## config.mk

```make
export PLATFORM = sky130hd
export DESIGN_NAME = nand_strobe_timer
export DESIGN_NICKNAME = d
export VERILOG_FILES = /design/src/rtl/nand_tim_pkg.sv /design/src/rtl/nand_tim_cfg.sv /design/src/rtl/nand_rb_sync.sv /design/src/rtl/nand_cycle_fsm.sv /design/src/rtl/nand_strobe_timer.sv
export SDC_FILE = /design/constraint.sdc
export NUM_CORES = 1
export LEC_CHECK = 0
export BUFFER_PORTS_ARGS = -buffer_cell sky130_fd_sc_hd__buf_2
export CORE_MARGIN = 2
export CORE_UTILIZATION = 48
export DETAILED_ROUTE_END_ITERATION = 8
export PLACE_DENSITY = 0.77
export REMOVE_ABC_BUFFERS = 1
export SLEW_MARGIN = 20
export SYNTH_ARGS = -nofsm -noshare
export SYNTH_HDL_FRONTEND = slang
export SYNTH_SLANG_ARGS = --single-unit
```

## constraint.sdc

```tcl
create_clock -name clk_i -period 2.3 [get_ports clk_i]
set_input_delay 0.115 -clock clk_i [delete_from_list [all_inputs] [get_ports clk_i]]
set_output_delay 0.115 -clock clk_i [all_outputs]
set_load 0.05 [all_outputs]
```

## src/rtl/nand_tim_pkg.sv

```systemverilog
package nand_tim_pkg;

  typedef enum logic [1:0] {
    OP_CMD  = 2'd0,
    OP_ADDR = 2'd1,
    OP_WR   = 2'd2,
    OP_RD   = 2'd3
  } nand_op_e;

  // field order mirrors the register bit layout, msb first
  typedef struct packed {
    logic [1:0] cea;
    logic [4:0] bdly;
    logic [2:0] ta;
    logic [3:0] rd_hi;
    logic [3:0] rd_lo;
    logic [3:0] wr_hi;
    logic [3:0] wr_lo;
  } nand_tim_t;

  localparam int unsigned TIM_W    = $bits(nand_tim_t);
  localparam logic [15:0] LOCK_KEY = 16'hA25E;

endpackage

```

## src/rtl/nand_tim_cfg.sv

```systemverilog
module nand_tim_cfg
  import nand_tim_pkg::*;
#(
  parameter logic [31:0] TIM_RST = 32'h0122_5252
) (
  input  logic        clk_i,
  input  logic        rst_ni,
  input  logic        we_i,
  input  logic        sel_i,
  input  logic [31:0] wdata_i,
  output nand_tim_t   tim_o
);

  logic      unlock_q;
  nand_tim_t tim_q;

  always_ff @(posedge clk_i or negedge rst_ni) begin
    if (!rst_ni) begin
      unlock_q <= 1'b0;
      tim_q    <= nand_tim_t'(TIM_RST[TIM_W-1:0]);
    end else if (we_i) begin
      if (!sel_i) begin
        unlock_q <= (wdata_i == {16'h0000, LOCK_KEY});
      end else begin
        if (unlock_q) tim_q <= nand_tim_t'(wdata_i[TIM_W-1:0]);
        unlock_q <= 1'b0;
      end
    end
  end

  assign tim_o = tim_q;

  AST_UNLOCK_SINGLE: assert property (@(posedge clk_i) disable iff (!rst_ni)
    (we_i && sel_i) |=> !unlock_q);
  AST_LOCKED_HOLD: assert property (@(posedge clk_i) disable iff (!rst_ni)
    (we_i && sel_i && !unlock_q) |=> $stable(tim_q));
  AST_IDLE_HOLD: assert property (@(posedge clk_i) disable iff (!rst_ni)
    !we_i |=> $stable(tim_q));

endmodule

```

## src/rtl/nand_rb_sync.sv

```systemverilog
module nand_rb_sync #(
  parameter int unsigned STAGES = 2
) (
  input  logic clk_i,
  input  logic rst_ni,
  input  logic rb_i,
  output logic rb_o
);

  logic [STAGES-1:0] sync_q;

  always_ff @(posedge clk_i or negedge rst_ni) begin
    if (!rst_ni) sync_q <= '0;
    else         sync_q <= {sync_q[STAGES-2:0], rb_i};
  end

  assign rb_o = sync_q[STAGES-1];

endmodule

```

## src/rtl/nand_cycle_fsm.sv

```systemverilog
module nand_cycle_fsm
  import nand_tim_pkg::*;
#(
  parameter int unsigned DW    = 16,
  parameter int unsigned CNT_W = 5
) (
  input  logic          clk_i,
  input  logic          rst_ni,
  input  nand_tim_t     tim_i,
  input  logic          bus16_i,
  input  logic          req_i,
  input  nand_op_e      op_i,
  input  logic          busy_op_i,
  input  logic [DW-1:0] wdata_i,
  input  logic [DW-1:0] dq_i,
  input  logic          rb_sync_i,
  output logic          ack_o,
  output logic [DW-1:0] rdata_o,
  output logic          cle_o,
  output logic          ale_o,
  output logic          ce_no,
  output logic          we_no,
  output logic          re_no,
  output logic [DW-1:0] dq_o,
  output logic          dq_oe_o,
  output logic          wait_busy_o
);

  typedef enum logic [2:0] {
    S_IDLE, S_CEA, S_LOW, S_HIGH, S_TA, S_BWAIT, S_BPOLL, S_DONE
  } st_e;

  localparam logic [DW-1:0] BYTE_MASK = DW'(8'hFF);

  st_e              st_q, st_d;
  logic [CNT_W-1:0] cnt_q, cnt_d;
  nand_op_e         op_q;
  logic [DW-1:0]    dat_q, rdata_q;
  logic             bsy_q, ce_n_q;

  logic             is_rd, start, in_cycle;
  logic [3:0]       lo_cur, hi_cur, lo_new;
  logic [CNT_W-1:0] hi_init;
  st_e              after_st;
  logic [CNT_W-1:0] after_cnt;

  function automatic logic [DW-1:0] fit(input logic [DW-1:0] d, input logic w16);
    return w16 ? d : (d & BYTE_MASK);
  endfunction

  assign is_rd    = (op_q == OP_RD);
  assign start    = (st_q == S_IDLE || st_q == S_DONE) && req_i;
  assign in_cycle = (st_q == S_LOW) || (st_q == S_HIGH);
  assign lo_cur   = is_rd ? tim_i.rd_lo : tim_i.wr_lo;
  assign hi_cur   = is_rd ? tim_i.rd_hi : tim_i.wr_hi;
  assign lo_new   = (op_i == OP_RD) ? tim_i.rd_lo : tim_i.wr_lo;
  // high phase floor of one cycle
  assign hi_init  = (hi_cur > lo_cur) ? CNT_W'(hi_cur - lo_cur - 4'd1) : '0;

  // exit path once the strobe cycle and any turnaround are done
  always_comb begin
    after_st  = S_DONE;
    after_cnt = '0;
    if (bsy_q) begin
      if (tim_i.bdly != '0) begin
        after_st  = S_BWAIT;
        after_cnt = CNT_W'(tim_i.bdly) - CNT_W'(1);
      end else begin
        after_st  = S_BPOLL;
      end
    end
  end

  always_comb begin
    st_d  = st_q;
    cnt_d = cnt_q;
    unique case (st_q)
      S_IDLE, S_DONE: begin
        if (req_i) begin
          if (op_i == OP_RD && ce_n_q && tim_i.cea != '0) begin
            st_d  = S_CEA;
            cnt_d = CNT_W'(tim_i.cea) - CNT_W'(1);
          end else begin
            st_d  = S_LOW;
            cnt_d = CNT_W'(lo_new);
          end
        end else begin
          st_d = S_IDLE;
        end
      end
      S_CEA: begin
        if (cnt_q == '0) begin
          st_d  = S_LOW;
          cnt_d = CNT_W'(lo_cur);
        end else cnt_d = cnt_q - CNT_W'(1);
      end
      S_LOW: begin
        if (cnt_q == '0) begin
          st_d  = S_HIGH;
          cnt_d = hi_init;
        end else cnt_d = cnt_q - CNT_W'(1);
      end
      S_HIGH: begin
        if (cnt_q == '0) begin
          if (is_rd && tim_i.ta != '0) begin
            st_d  = S_TA;
            cnt_d = CNT_W'(tim_i.ta) - CNT_W'(1);
          end else begin
            st_d  = after_st;
            cnt_d = after_cnt;
          end
        end else cnt_d = cnt_q - CNT_W'(1);
      end
      S_TA: begin
        if (cnt_q == '0) begin
          st_d  = after_st;
          cnt_d = after_cnt;
        end else cnt_d = cnt_q - CNT_W'(1);
      end
      S_BWAIT: begin
        if (cnt_q == '0) st_d = S_BPOLL;
        else             cnt_d = cnt_q - CNT_W'(1);
      end
      S_BPOLL: if (rb_sync_i) st_d = S_DONE;
      default: st_d = S_IDLE;
    endcase
  end

  always_ff @(posedge clk_i or negedge rst_ni) begin
    if (!rst_ni) begin
      st_q    <= S_IDLE;
      cnt_q   <= '0;
      op_q    <= OP_CMD;
      dat_q   <= '0;
      bsy_q   <= 1'b0;
      ce_n_q  <= 1'b1;
      rdata_q <= '0;
    end else begin
      st_q  <= st_d;
      cnt_q <= cnt_d;
      if (start) begin
        op_q   <= op_i;
        dat_q  <= fit(wdata_i, bus16_i);
        bsy_q  <= busy_op_i;
        ce_n_q <= 1'b0;
      end else if ((st_q == S_IDLE || st_q == S_DONE) && !req_i) begin
        ce_n_q <= 1'b1;
      end
      if (st_q == S_LOW && cnt_q == '0 && is_rd) rdata_q <= fit(dq_i, bus16_i);
    end
  end

  assign ack_o       = (st_q == S_DONE);
  assign rdata_o     = rdata_q;
  assign cle_o       = in_cycle && (op_q == OP_CMD);
  assign ale_o       = in_cycle && (op_q == OP_ADDR);
  assign ce_no       = ce_n_q;
  assign we_no       = !((st_q == S_LOW) && !is_rd);
  assign re_no       = !((st_q == S_LOW) && is_rd);
  assign dq_o        = dat_q;
  assign dq_oe_o     = in_cycle && !is_rd;
  assign wait_busy_o = (st_q == S_BWAIT);

  AST_ACK_ONE_CYCLE: assert property (@(posedge clk_i) disable iff (!rst_ni)
    ack_o |=> !ack_o);
  AST_LATCH_STABLE: assert property (@(posedge clk_i) disable iff (!rst_ni)
    (st_q == S_HIGH) |-> ($stable(cle_o) && $stable(ale_o)));
  AST_CE_WITH_STROBE: assert property (@(posedge clk_i) disable iff (!rst_ni)
    (!we_no || !re_no) |-> !ce_no);
  AST_NO_DRIVE_ON_READ: assert property (@(posedge clk_i) disable iff (!rst_ni)
    !re_no |-> !dq_oe_o);
  AST_BUSY_GATE: assert property (@(posedge clk_i) disable iff (!rst_ni)
    (st_q == S_BPOLL && !rb_sync_i) |=> !ack_o);
  AST_STROBE_NEEDS_REQ: assert property (@(posedge clk_i) disable iff (!rst_ni)
    (st_q == S_IDLE && !req_i) |=> (we_no && re_no));

endmodule

```

## src/rtl/nand_strobe_timer.sv

```systemverilog
module nand_strobe_timer
  import nand_tim_pkg::*;
#(
  parameter int unsigned DW          = 16,
  parameter int unsigned SYNC_STAGES = 2,
  parameter logic [31:0] TIM_RST     = 32'h0122_5252
) (
  input  logic          clk_i,
  input  logic          rst_ni,
  input  logic          cfg_we_i,
  input  logic          cfg_sel_i,
  input  logic [31:0]   cfg_wdata_i,
  input  logic          bus16_i,
  input  logic          req_i,
  input  logic [1:0]    op_i,
  input  logic          busy_op_i,
  input  logic [DW-1:0] wdata_i,
  output logic          ack_o,
  output logic [DW-1:0] rdata_o,
  output logic          cle_o,
  output logic          ale_o,
  output logic          ce_no,
  output logic          we_no,
  output logic          re_no,
  output logic [DW-1:0] dq_o,
  output logic          dq_oe_o,
  input  logic [DW-1:0] dq_i,
  input  logic          rb_i,
  output logic          ready_o
);

  nand_tim_t tim;
  logic      rb_sync, wait_busy;

  nand_tim_cfg #(.TIM_RST(TIM_RST)) u_cfg (
    .clk_i   (clk_i),
    .rst_ni  (rst_ni),
    .we_i    (cfg_we_i),
    .sel_i   (cfg_sel_i),
    .wdata_i (cfg_wdata_i),
    .tim_o   (tim)
  );

  nand_rb_sync #(.STAGES(SYNC_STAGES)) u_sync (
    .clk_i  (clk_i),
    .rst_ni (rst_ni),
    .rb_i   (rb_i),
    .rb_o   (rb_sync)
  );

  nand_cycle_fsm #(.DW(DW)) u_fsm (
    .clk_i       (clk_i),
    .rst_ni      (rst_ni),
    .tim_i       (tim),
    .bus16_i     (bus16_i),
    .req_i       (req_i),
    .op_i        (nand_op_e'(op_i)),
    .busy_op_i   (busy_op_i),
    .wdata_i     (wdata_i),
    .dq_i        (dq_i),
    .rb_sync_i   (rb_sync),
    .ack_o       (ack_o),
    .rdata_o     (rdata_o),
    .cle_o       (cle_o),
    .ale_o       (ale_o),
    .ce_no       (ce_no),
    .we_no       (we_no),
    .re_no       (re_no),
    .dq_o        (dq_o),
    .dq_oe_o     (dq_oe_o),
    .wait_busy_o (wait_busy)
  );

  assign ready_o = rb_sync && !wait_busy;

  AST_READY_LOW_IN_WAIT: assert property (@(posedge clk_i) disable iff (!rst_ni)
    wait_busy |-> !ready_o);
  AST_ACK_NEEDS_READY: assert property (@(posedge clk_i) disable iff (!rst_ni)
    (ack_o && busy_op_i && req_i && $past(!ack_o)) |-> $past(rb_sync));

endmodule

```

==> results.sh, run 1 <==
export IMPL_outcome="completed"
export IMPL_avgViaCountPerCell=5.69
export IMPL_tritoncts="built"
export IMPL_yosysSeqAreaShare_pct=43.9
export IMPL_synthFlopType="dfrtp_1"
export IMPL_required_ns=2.57
export IMPL_die_h_um=97.4
export IMPL_start_util_pct=48.8
export IMPL_hold_viol=0
export IMPL_r2r_end="u_fsm.cnt_q[3]"
export IMPL_regArea_sq_um=1840
export IMPL_setup_viol=0
export IMPL_multi_input_area_sq_um=2210
export IMPL_ioPinCount=114
export IMPL_r2r_start="u_fsm.op_q[1]"
export IMPL_ys_top_cells_by_area="dfrtp_1 38%, mux2_2 10%, dfstp_2 6.3%"
export IMPL_place_inst=645
export IMPL_slew_viol_final=0
export IMPL_synth_most_common_cell="nand2_1"
export IMPL_grt_max_degree=44
export IMPL_crit_path_max_incr_delay_ns=0.42
export IMPL_avgSynthCellArea_sq_um=10.1
export IMPL_fin_crit_ns=2.24
export IMPL_dp_slack_ns=0.0550
export IMPL_startpoint_type="flop"
export IMPL_clk_latency_ns=0.36
export IMPL_route_detailed_drc=0
export IMPL_fmax_ghz=0.446
export IMPL_clkTransAtPathRegs_ns=0.09
export IMPL_hold_end="u_cfg.tim_o[12]"
export IMPL_worstPathMaxFanout=5
export IMPL_period_share_pct=97.4
export IMPL_yosys_warnings=0
export IMPL_fin_ws_ns=0.0587
export IMPL_gp_congestion=0.907
export IMPL_overflow=0
export IMPL_synth_cells=417
export IMPL_rsz0062_at_grt="true"
export IMPL_ys_async_sr_fraction_pct=100
export IMPL_irDropWorstVdd_mv=0.897
export IMPL_ant_nets=0
export IMPL_grt_pass1_wl_um=20100
export IMPL_synth_cell_area_sq_um=4190
export IMPL_antenna_found_initial=0
export IMPL_cts_num_sinks=73
export IMPL_arrival_ns=2.51
export IMPL_cap_violations=0
export IMPL_syn2layout_area_growth_pct=34.1
export IMPL_rows=34
export IMPL_fin_cells=702
export IMPL_fin_skew_ns=0.00877
export IMPL_crit_slowest_cell="dfrtp_1"
export IMPL_routed_wl_um=12500
export IMPL_hp_class="in -> reg"
export IMPL_antenna_cells=0
export IMPL_synth_edff_count=0
export IMPL_wl_per_cell_um=17.8
export IMPL_dp_hpwl_um=8780
export IMPL_crit_type="reg -> reg"
export IMPL_worst_pin_slew_ns=0.705
export IMPL_grtUsageTotal_pct=26.6
export IMPL_whs_path_depth=2
export IMPL_grt_pass1_vias=4071
export IMPL_clockBufferDepth=2
export IMPL_num_fill_cells=666
export IMPL_hold_slack_ns=0.00785
export IMPL_dieWidth_um=97.4
export IMPL_synth_top_cell_area_share_pct=37.6
export IMPL_power_leakage_nw=2.60
export IMPL_dr_first_iter_drc_count=176
export IMPL_p_total_w=0.00676
export IMPL_powerDensity_nw_per_um2=1200
export IMPL_reg2regPathDepth=8
export IMPL_root_buffer="clkbuf_8"
export IMPL_numCtsBuffers=9
export IMPL_coreArea_sq_um=8590
export IMPL_crit_chain="nand2_1 -> mux2i_2 -> ha_1 -> a21bo_1 -> o22a_1 -> o21a_1 -> nand4_1 -> a311oi_2"
export IMPL_worstHoldStart="cfg_wdata_i[12]"
export IMPL_cp_end_kind="flop"
export IMPL_drive_gt1_share_pct=38.0
export IMPL_path_buf_inv=0
export IMPL_synth_top_cells_by_count="67 x nand2_1, 63 x dfrtp_1, 38 x mux2_2"
export IMPL_final_nets=674
export IMPL_synth_area_leader_cell="dfrtp_1"
export IMPL_drt_first_pass_iters=5
export IMPL_slew_headroom_pct=53.0
export IMPL_critical_path_top_delay_family="compound AO/OA/AOI/OAI gates"
export IMPL_r2r_slack_ns=0.06
export IMPL_fp_dieArea_sq_um=9500
export IMPL_ys_seq_elements=73
export IMPL_synth_cell_type_count=73
export IMPL_cts_htree_levels=3
export IMPL_via_count=3991
export IMPL_io_buffers=113
## placed cells by master (no fill, tap or decap), types with 9 or more instances in the layout
| master | count |
|---|---|
| dlygate4sd3_1 | 38 |
| buf_2 | 113 |
| dfstp_2 | 10 |
| mux2_2 | 38 |
| nor3_1 | 10 |
| ha_1 | 10 |
| o21ai_0 | 14 |
| nor2_1 | 14 |
| nand3_1 | 10 |
| buf_4 | 32 |
| a21oi_1 | 15 |
| nand2_1 | 67 |
| inv_1 | 15 |
| o21ai_1 | 12 |
| clkbuf_8 | 10 |
| mux2_1 | 9 |
| dfrtp_1 | 63 |
## cells by family (layout without fill, tap and decap cells)
family | Yosys count | after routing | share of synthesized area (%)
flops | 73 | 73 | 43.9
fa+ha+maj | 11 | 11 | 3.46
xor+xnor | 4 | 4 | 0.836
buf+inv | 38 | 215 | 4.09
mux | 55 | 55 | 14.5
simple gates | 146 | 146 | 18.3
compound gates | 90 | 90 | 14.9
## power by group
part | internal, W | switching, W
registers | 0.00167 | 0.000371
clock network | 0.000432 | 0.000540
logic | 0.00133 | 0.00242
total | 0.00343 | 0.00333
## cell type report
cell class                 instances  area share, %
sequential                        73           32.7
multi-input combinational        306           39.4
clock inverter                     6          0.868
clock buffer                      10           2.45
tap                              108           2.40
timing repair buffer             183           21.1
inverter                          16           1.07
## layer usage
layer  vias up  routed length [um]  GRT usage [%]
met2       207                6210           44.8
met5         -                   0              0
met4         0                 295           10.8
met3        22                 904           5.61
met1      1901                5100           33.5
li1       1861                   -              -
## sequential cells by signal, indices dropped and copies added, names as in the netlist
register / cells
u_sync.sync_q: 2
u_fsm.st_q: 3
u_cfg.unlock_q: 1
u_cfg.tim_o: 26
u_fsm.ce_no: 1
u_fsm.rdata_o: 16
u_fsm.cnt_q: 5
u_fsm.dq_o: 16
u_fsm.op_q: 2
u_fsm.bsy_q: 1
## how the worst max path moves through the flow
stage                       start        endpoint  slack (ns)  cells past startpoint
detailed placement  u_fsm.op_q[0]  u_fsm.cnt_q[1]        0.05                      9
floorplan           u_fsm.st_q[1]   u_fsm.st_q[1]       -0.61                      5
CTS                 u_fsm.op_q[1]  u_fsm.cnt_q[3]       0.002                      9
global placement    u_fsm.op_q[0]  u_fsm.cnt_q[1]        0.15                     10
finish              u_fsm.op_q[1]  u_fsm.cnt_q[3]        0.06                      8
global route        u_fsm.op_q[0]  u_fsm.cnt_q[3]       -0.06                      8
## through the flow
step           util (%)  area, sq um  setup TNS (ns)
6_report           65.4         5620               0
5_1_grt            65.4         5620         -0.0923
4_1_cts            64.8         5570               0
3_5_place_dp       58.2         5000               0
3_3_place_gp       58.2         5000               0
2_1_floorplan         -         4080           -7.30
## timing repair
action,in CTS,in global routing
endpoints found under the setup margin,0,10
gates resized for setup,0,7
endpoints found under the hold margin,100,0
hold buffers,38,0
setup buffers,0,3
No activity file was read; power rests on OpenSTA's default activity.
==> inputs of run 2 (changes only) <==
- MAX_ROUTING_LAYER: default -> met4
- SYNTH_HIERARCHICAL: default -> 1
==> run 2 against run 1 <==
Compared with the run above: the run now ends with negative setup slack left; clock-buffer cell count decreased by 1; first-iteration DRC count increased by 52%; total power decreased by 1.6%; critical path depth increased by 1; critical path type unchanged; highest routed layer unchanged.
==> results.sh, run 2 <==
export IMPL_synth_area_leader_cell="dfrtp_1"
export IMPL_post_route_cell_area_sq_um=5740
export IMPL_grtUsageTotal_pct=27.8
export IMPL_synth_top_cells_by_count="65 x nand2_1, 63 x dfrtp_1, 29 x o21ai_0"
export IMPL_synthAdderAreaFrac_pct=3.02
export IMPL_final_common_cell="buf_2"
export IMPL_fin_skew_ns=0.0117
export IMPL_drt_first_pass_iters=5
export IMPL_setup_viol=1
export IMPL_largest_reg_flops=26
export IMPL_hold_end="u_fsm/bsy_q"
export IMPL_p_total_w=0.00666
export IMPL_route_detailed_drc=0
export IMPL_ys_async_sr_fraction_pct=100
export IMPL_arrival_ns=2.56
export IMPL_cp_end_kind="flop"
export IMPL_rsz0062_at_grt="true"
export IMPL_io_buffers=113
export IMPL_cts_num_sinks=73
export IMPL_drive_gt1_share_pct=45.0
export IMPL_startpoint_type="flop"
export IMPL_fmax_ghz=0.431
export IMPL_worst_pin_slew_ns=0.719
export IMPL_final_cell_mix="113 x buf_2, 62 x dfrtp_1, 59 x nand2_1"
export IMPL_grt_use_met2_pct=46.0
export IMPL_cap_violations=0
export IMPL_met1_usage_pct=34.5
export IMPL_antenna_cells=0
export IMPL_avgSynthCellArea_sq_um=10.1
export IMPL_rows=33
export IMPL_violations="negative setup slack"
export IMPL_outcome="finished with violations"
export IMPL_yosys_warnings=6
export IMPL_p_sw_w=0.00300
export IMPL_power_leakage_nw=2.75
export IMPL_grt_max_degree=49
export IMPL_ys_seq_elements=73
export IMPL_ys_top_cells_by_area="dfrtp_1 38%, mux2_4 7.6%, mux2_2 6.8%"
export IMPL_slew_viol_final=0
export IMPL_coreArea_sq_um=8300
export IMPL_grt_pass1_wl_um=20300
export IMPL_worstPathMaxFanout=4
export IMPL_synth_cell_type_count=60
export IMPL_avgViaCountPerCell=5.65
export IMPL_antenna_found_initial=0
export IMPL_r2r_end="u_fsm/cnt_q[0]"
export IMPL_irDropWorstVdd_mv=0.726
export IMPL_muxShareOfSynthArea_pct=15.3
export IMPL_hold_viol=0
export IMPL_final_nets=669
export IMPL_fp_dieArea_sq_um=9400
export IMPL_synth_top_cell_area_share_pct=38.0
export IMPL_fin_crit_ns=2.32
export IMPL_synthFlopType="dfrtp_1"
export IMPL_routed_wl_um=12700
export IMPL_synth_compound_area_share_pct=14.4
export IMPL_synth_cell_area_sq_um=4150
export IMPL_reg2regPathDepth=9
export IMPL_clkTransAtPathRegs_ns=0.09
export IMPL_synth_edff_count=0
export IMPL_startpoint="u_fsm/op_q[1]"
export IMPL_placed_area_sq_um=5110
export IMPL_fin_ws_ns=-0.0217
export IMPL_synth_top_family_by_area="simple AND/OR/NAND/NOR gates"
export IMPL_synth_xor_area_share_pct=1.69
export IMPL_numCtsBuffers=9
export IMPL_whs_path_depth=2
export IMPL_worstHoldStart="busy_op_i"
export IMPL_busiest_layer="met2"
export IMPL_clockBufferDepth=2
export IMPL_dr_first_iter_drc_count=268
export IMPL_synth_most_common_cell="nand2_1"
export IMPL_gp_congestion=0.960
export IMPL_hp_class="in -> reg"
export IMPL_overflow=0
export IMPL_crit_type="reg -> reg"
export IMPL_swShare_pct=45.0
export IMPL_wl_per_cell_um=18.3
export IMPL_start_util_pct=50.0
export IMPL_yosysSeqAreaShare_pct=44.3
export IMPL_period_share_pct=101
export IMPL_tritoncts="built"
export IMPL_grt_pass1_vias=4030
export IMPL_r2r_slack_ns=-0.02
export IMPL_final_core_util_pct=69.1
export IMPL_r2r_start="u_fsm/op_q[1]"
export IMPL_cts_htree_levels=3
export IMPL_via_count=3919
export IMPL_dieWidth_um=97.0
export IMPL_ant_nets=0
export IMPL_root_buffer="clkbuf_8"
export IMPL_required_ns=2.54
export IMPL_syn2layout_area_growth_pct=38.3
export IMPL_dp_hpwl_um=9110
export IMPL_met3_usage_pct=4.91
export IMPL_die_h_um=97.0
export IMPL_slew_headroom_pct=52.1
export IMPL_pwr_share_comb_pct=55.0
export IMPL_powerDensity_nw_per_um2=1160
export IMPL_p_clk_share_pct=16.9
export IMPL_p_int_w=0.00366
export IMPL_ioPinCount=114
export IMPL_clk_latency_ns=0.35
export IMPL_p_seq_share_pct=28.1
export IMPL_synth_simple_gate_area_share_pct=17.2
export IMPL_synth_cells=411
## run 2: power by group through the flow
stage               clock, W  combinational, W  sequential (W)
finish               0.00113           0.00366         0.00187
global route         0.00120           0.00389         0.00190
CTS                  0.00114           0.00347         0.00185
detailed placement         0           0.00336         0.00186
global placement           0           0.00331         0.00184
floorplan                  0           0.00148         0.00251
## run 2: timing repair
item	4_1_cts	5_1_grt
hold buffers	15	2
gates resized for setup	14	21
hold endpoints to repair	35	2
pin swaps	4	12
endpoints found under the setup margin	2	5
setup buffers	3	4
## run 2: worst max-delay path: stages (launching register included)
cell and delay, ns:
dfrtp_1 0.43, and2_4 0.22, mux2i_4 0.28, ha_4 0.26, nand2_2 0.09, o21bai_4 0.13, a221oi_4 0.09, buf_6 0.15
a221o_1 0.30, a221o_1 0.29
## run 2: logic make-up (layout without fill, tap and decap cells)
kind of cell | after synthesis | in the layout
compound gates | 92 | 92
xor+xnor | 8 | 8
fa+ha+maj | 10 | 10
buf+inv | 38 | 216
flops | 73 | 73
mux | 50 | 50
simple gates | 140 | 140
## run 2: final cells by class
type | count | area (sq um)
fillers | 628 | 2560
inverters | 18 | 67.6
repair buffers | 183 | 1160
multi-input cells | 300 | 2320
clock inverters | 6 | 92.6
clock buffers | 9 | 124
flip-flops and latches | 73 | 1840
well taps | 105 | 131
## run 2: worst max-delay path by stage
| stage | end | slack, ns |
|---|---|---|
| 2_1_floorplan | u_fsm/cnt_q[3] | -1.55 |
| 3_3_place_gp | u_fsm/cnt_q[0] | -0.07 |
| 3_5_place_dp | u_fsm/cnt_q[0] | -0.14 |
| 4_1_cts | u_fsm/cnt_q[2] | 0.005 |
| 5_1_grt | u_fsm/cnt_q[0] | -0.07 |
| 6_report | u_fsm/cnt_q[0] | -0.02 |
## run 2: through the flow
step / instances / hold WS [ns] / setup slack (ns) / setup TNS (ns)
5_1_grt: 694 / 0.00476 / -0.0726 / -0.0726
6_report: 694 / 0.0103 / -0.0217 / -0.0217
2_1_floorplan: 391 / -0.181 / -1.55 / -26.90
3_5_place_dp: 656 / 0.201 / -0.136 / -0.136
3_3_place_gp: 656 / 0.180 / -0.0721 / -0.0721
4_1_cts: 688 / 0.000482 / 0.00535 / 0
## run 2: per-layer routing
layer | share of wire (%) | wire length [um]
met1 | 41 | 5260
met2 | 50 | 6330
met3 | 6.2 | 795
met4 | 2.7 | 347
met5 | 0 | 0
==> inputs of run 3 (changes only) <==
--- a/config.mk
+++ b/config.mk
@@ -8,7 +8,9 @@
 export BUFFER_PORTS_ARGS = -buffer_cell sky130_fd_sc_hd__buf_2
+export CELL_PAD_IN_SITES_DETAIL_PLACEMENT = 0
+export CELL_PAD_IN_SITES_GLOBAL_PLACEMENT = 1
 export CORE_MARGIN = 2
-export CORE_UTILIZATION = 48
+export CORE_UTILIZATION = 36
 export DETAILED_ROUTE_END_ITERATION = 8
 export MAX_ROUTING_LAYER = met4
-export PLACE_DENSITY = 0.77
+export PLACE_DENSITY_LB_ADDON = 0.1
 export REMOVE_ABC_BUFFERS = 1
==> constraint.sdc (replaced) <==
create_clock -name clk_i -period 2.3 [get_ports clk_i]
set_input_delay 0.345 -clock clk_i [delete_from_list [all_inputs] [get_ports clk_i]]
set_output_delay 0.345 -clock clk_i [all_outputs]
set_load 0.05 [all_outputs]
==> run 3 against run 2 <==
Compared with the run above: the run still ends with negative setup slack left; critical path type unchanged; largest cell class unchanged; clock skew decreased by 0.0014 ns; routed wire length decreased by 6.5%; critical path depth unchanged; combinational power decreased by 2%; total power increased by 4.7%; sequential share of layout area increased by 0.33 points; highest routed layer unchanged; non-clock buffer count decreased by 15; clock-buffer cell count increased by 1; fmax increased by 0.87%.
==> results.sh, run 3 (same netlist as run 2, synthesis figures left out) <==
export IMPL_fmax_ghz=0.434
export IMPL_grtUsageTotal_pct=20.0
export IMPL_cts_htree_levels=3
export IMPL_p_clk_share_pct=21.8
export IMPL_arrival_ns=2.56
export IMPL_pwr_share_comb_pct=51.3
export IMPL_final_cell_mix="112 x buf_2, 63 x nand2_1, 61 x dfrtp_1"
export IMPL_fin_skew_ns=0.0102
export IMPL_avgViaCountPerCell=5.18
export IMPL_hold_end="u_sync/sync_q[0]"
export IMPL_r2r_start="u_fsm/op_q[0]"
export IMPL_dieWidth_um=111
export IMPL_irDropWorstVdd_mv=0.772
export IMPL_clk_latency_ns=0.34
export IMPL_clockBufferDepth=2
export IMPL_r2r_end="u_fsm/cnt_q[3]"
export IMPL_p_seq_share_pct=26.8
export IMPL_violations="negative setup slack"
export IMPL_slew_headroom_pct=66.9
export IMPL_route_detailed_drc=0
export IMPL_antenna_cells=0
export IMPL_cts_num_sinks=73
export IMPL_worstHoldStart="rb_i"
export IMPL_num_fill_cells=1098
export IMPL_worst_pin_slew_ns=0.497
export IMPL_io_buffers=113
export IMPL_grt_pass1_wl_um=19100
export IMPL_via_count=3721
export IMPL_dp_slack_ns=-0.204
export IMPL_grt_pass1_vias=3792
export IMPL_slew_viol_final=0
export IMPL_setup_viol=1
export IMPL_crit_type="reg -> reg"
export IMPL_hold_slack_ns=0.118
export IMPL_cp_end_kind="flop"
export IMPL_hold_viol=0
export IMPL_placed_area_sq_um=5170
export IMPL_required_ns=2.56
export IMPL_p_total_w=0.00697
export IMPL_final_nets=654
export IMPL_period_share_pct=100
export IMPL_ant_nets=0
export IMPL_routed_wl_um=11900
export IMPL_cap_violations=0
export IMPL_fp_dieArea_sq_um=12400
export IMPL_overflow=0
export IMPL_antenna_found_initial=0
export IMPL_die_h_um=111
export IMPL_worstPathMaxFanout=4
export IMPL_clkTransAtPathRegs_ns=0.06
export IMPL_fin_crit_ns=2.30
export IMPL_wl_per_cell_um=16.6
export IMPL_dp_hpwl_um=8870
export IMPL_startpoint_type="flop"
export IMPL_gp_congestion=0.906
export IMPL_hp_class="in -> reg"
export IMPL_powerDensity_nw_per_um2=1230
export IMPL_numCtsBuffers=9
export IMPL_r2r_slack_ns=-0.002
export IMPL_p_sw_w=0.00298
export IMPL_whs_path_depth=1
export IMPL_drt_first_pass_iters=4
export IMPL_power_leakage_nw=2.73
export IMPL_regArea_sq_um=1840
export IMPL_tritoncts="built"
export IMPL_p_int_w=0.00398
export IMPL_syn2layout_area_growth_pct=36.9
export IMPL_swShare_pct=42.8
export IMPL_grt_max_degree=42
export IMPL_coreArea_sq_um=11300
export IMPL_drive_gt1_share_pct=45.4
export IMPL_fin_ws_ns=-0.00165
export IMPL_final_common_cell="buf_2"
export IMPL_dr_first_iter_drc_count=220
export IMPL_start_util_pct=36.6
export IMPL_multi_input_area_sq_um=2270
export IMPL_largest_reg_flops=26
export IMPL_reg2regPathDepth=9
export IMPL_root_buffer="clkbuf_16"
export IMPL_outcome="finished with violations"
export IMPL_post_route_cell_area_sq_um=5680
export IMPL_ioPinCount=114
export IMPL_rows=39
## run 3: routing by layer
layer,up-vias,global-route usage (%),share of wire (%)
met1,1776,25.7,44
met3,21,4.25,6.1
li1,1809,-,-
met2,115,31.3,47
met4,0,7.57,2.3
met5,-,-,0
## run 3: timing repair
item,CTS,global route
setup buffers,7,1
gates resized for setup,7,17
cloned,0,0
setup endpoints to repair,5,6
pin swaps,4,11
endpoints found under the hold margin,30,0
hold buffers,1,0
## run 3: worst max path at each step
| stage | start | endpoint | slack, ns | cells after the start |
|---|---|---|---|---|
| after global routing | u_fsm/op_q[1] | u_fsm/cnt_q[3] | -0.08 | 10 |
| after floorplan | u_fsm/st_q[1] | u_fsm/cnt_q[3] | -1.55 | 6 |
| final | u_fsm/op_q[0] | u_fsm/cnt_q[3] | -0.002 | 9 |
| after CTS | u_fsm/op_q[1] | u_fsm/cnt_q[0] | 0.003 | 8 |
| after detailed placement | u_fsm/op_q[1] | u_fsm/cnt_q[2] | -0.20 | 8 |
| after global placement | u_fsm/op_q[1] | u_fsm/cnt_q[2] | -0.13 | 7 |
## run 3: cell type report
type                    instances  share of cell area, %
well taps                     143                   3.15
repair buffers                168                   17.7
flip-flops and latches         73                   32.4
multi-input cells             300                   39.9
clock inverters                 6                   1.59
inverters                      18                   1.19
clock buffers                  10                   4.03
## run 3: worst max-delay path: stages, from the launching register on
cell and delay (ns):
dfrtp_1 0.43, nand2_4 0.12, mux2_4 0.33, ha_4 0.17, a311oi_4 0.33, o21bai_4 0.12
a221oi_4 0.33, buf_4 0.18, nand2_1 0.04, a31oi_1 0.16
## run 3: power groups by stage
stage               clock [W]  combinational (W)  sequential, W
floorplan                   0            0.00148        0.00251
global placement            0            0.00336        0.00185
detailed placement          0            0.00336        0.00187
CTS                   0.00156            0.00346        0.00186
global route          0.00160            0.00385        0.00191
finish                0.00152            0.00358        0.00187
## run 3: through the flow
stage	std cells	utilization (%)	setup TNS [ns]
after floorplan	391	-	-27.06
after global placement	693	45.7	-0.342
after CTS	717	49.3	0
final	718	50.2	-0.00165
after global routing	718	50.2	-0.0884
after detailed placement	693	45.7	-0.697
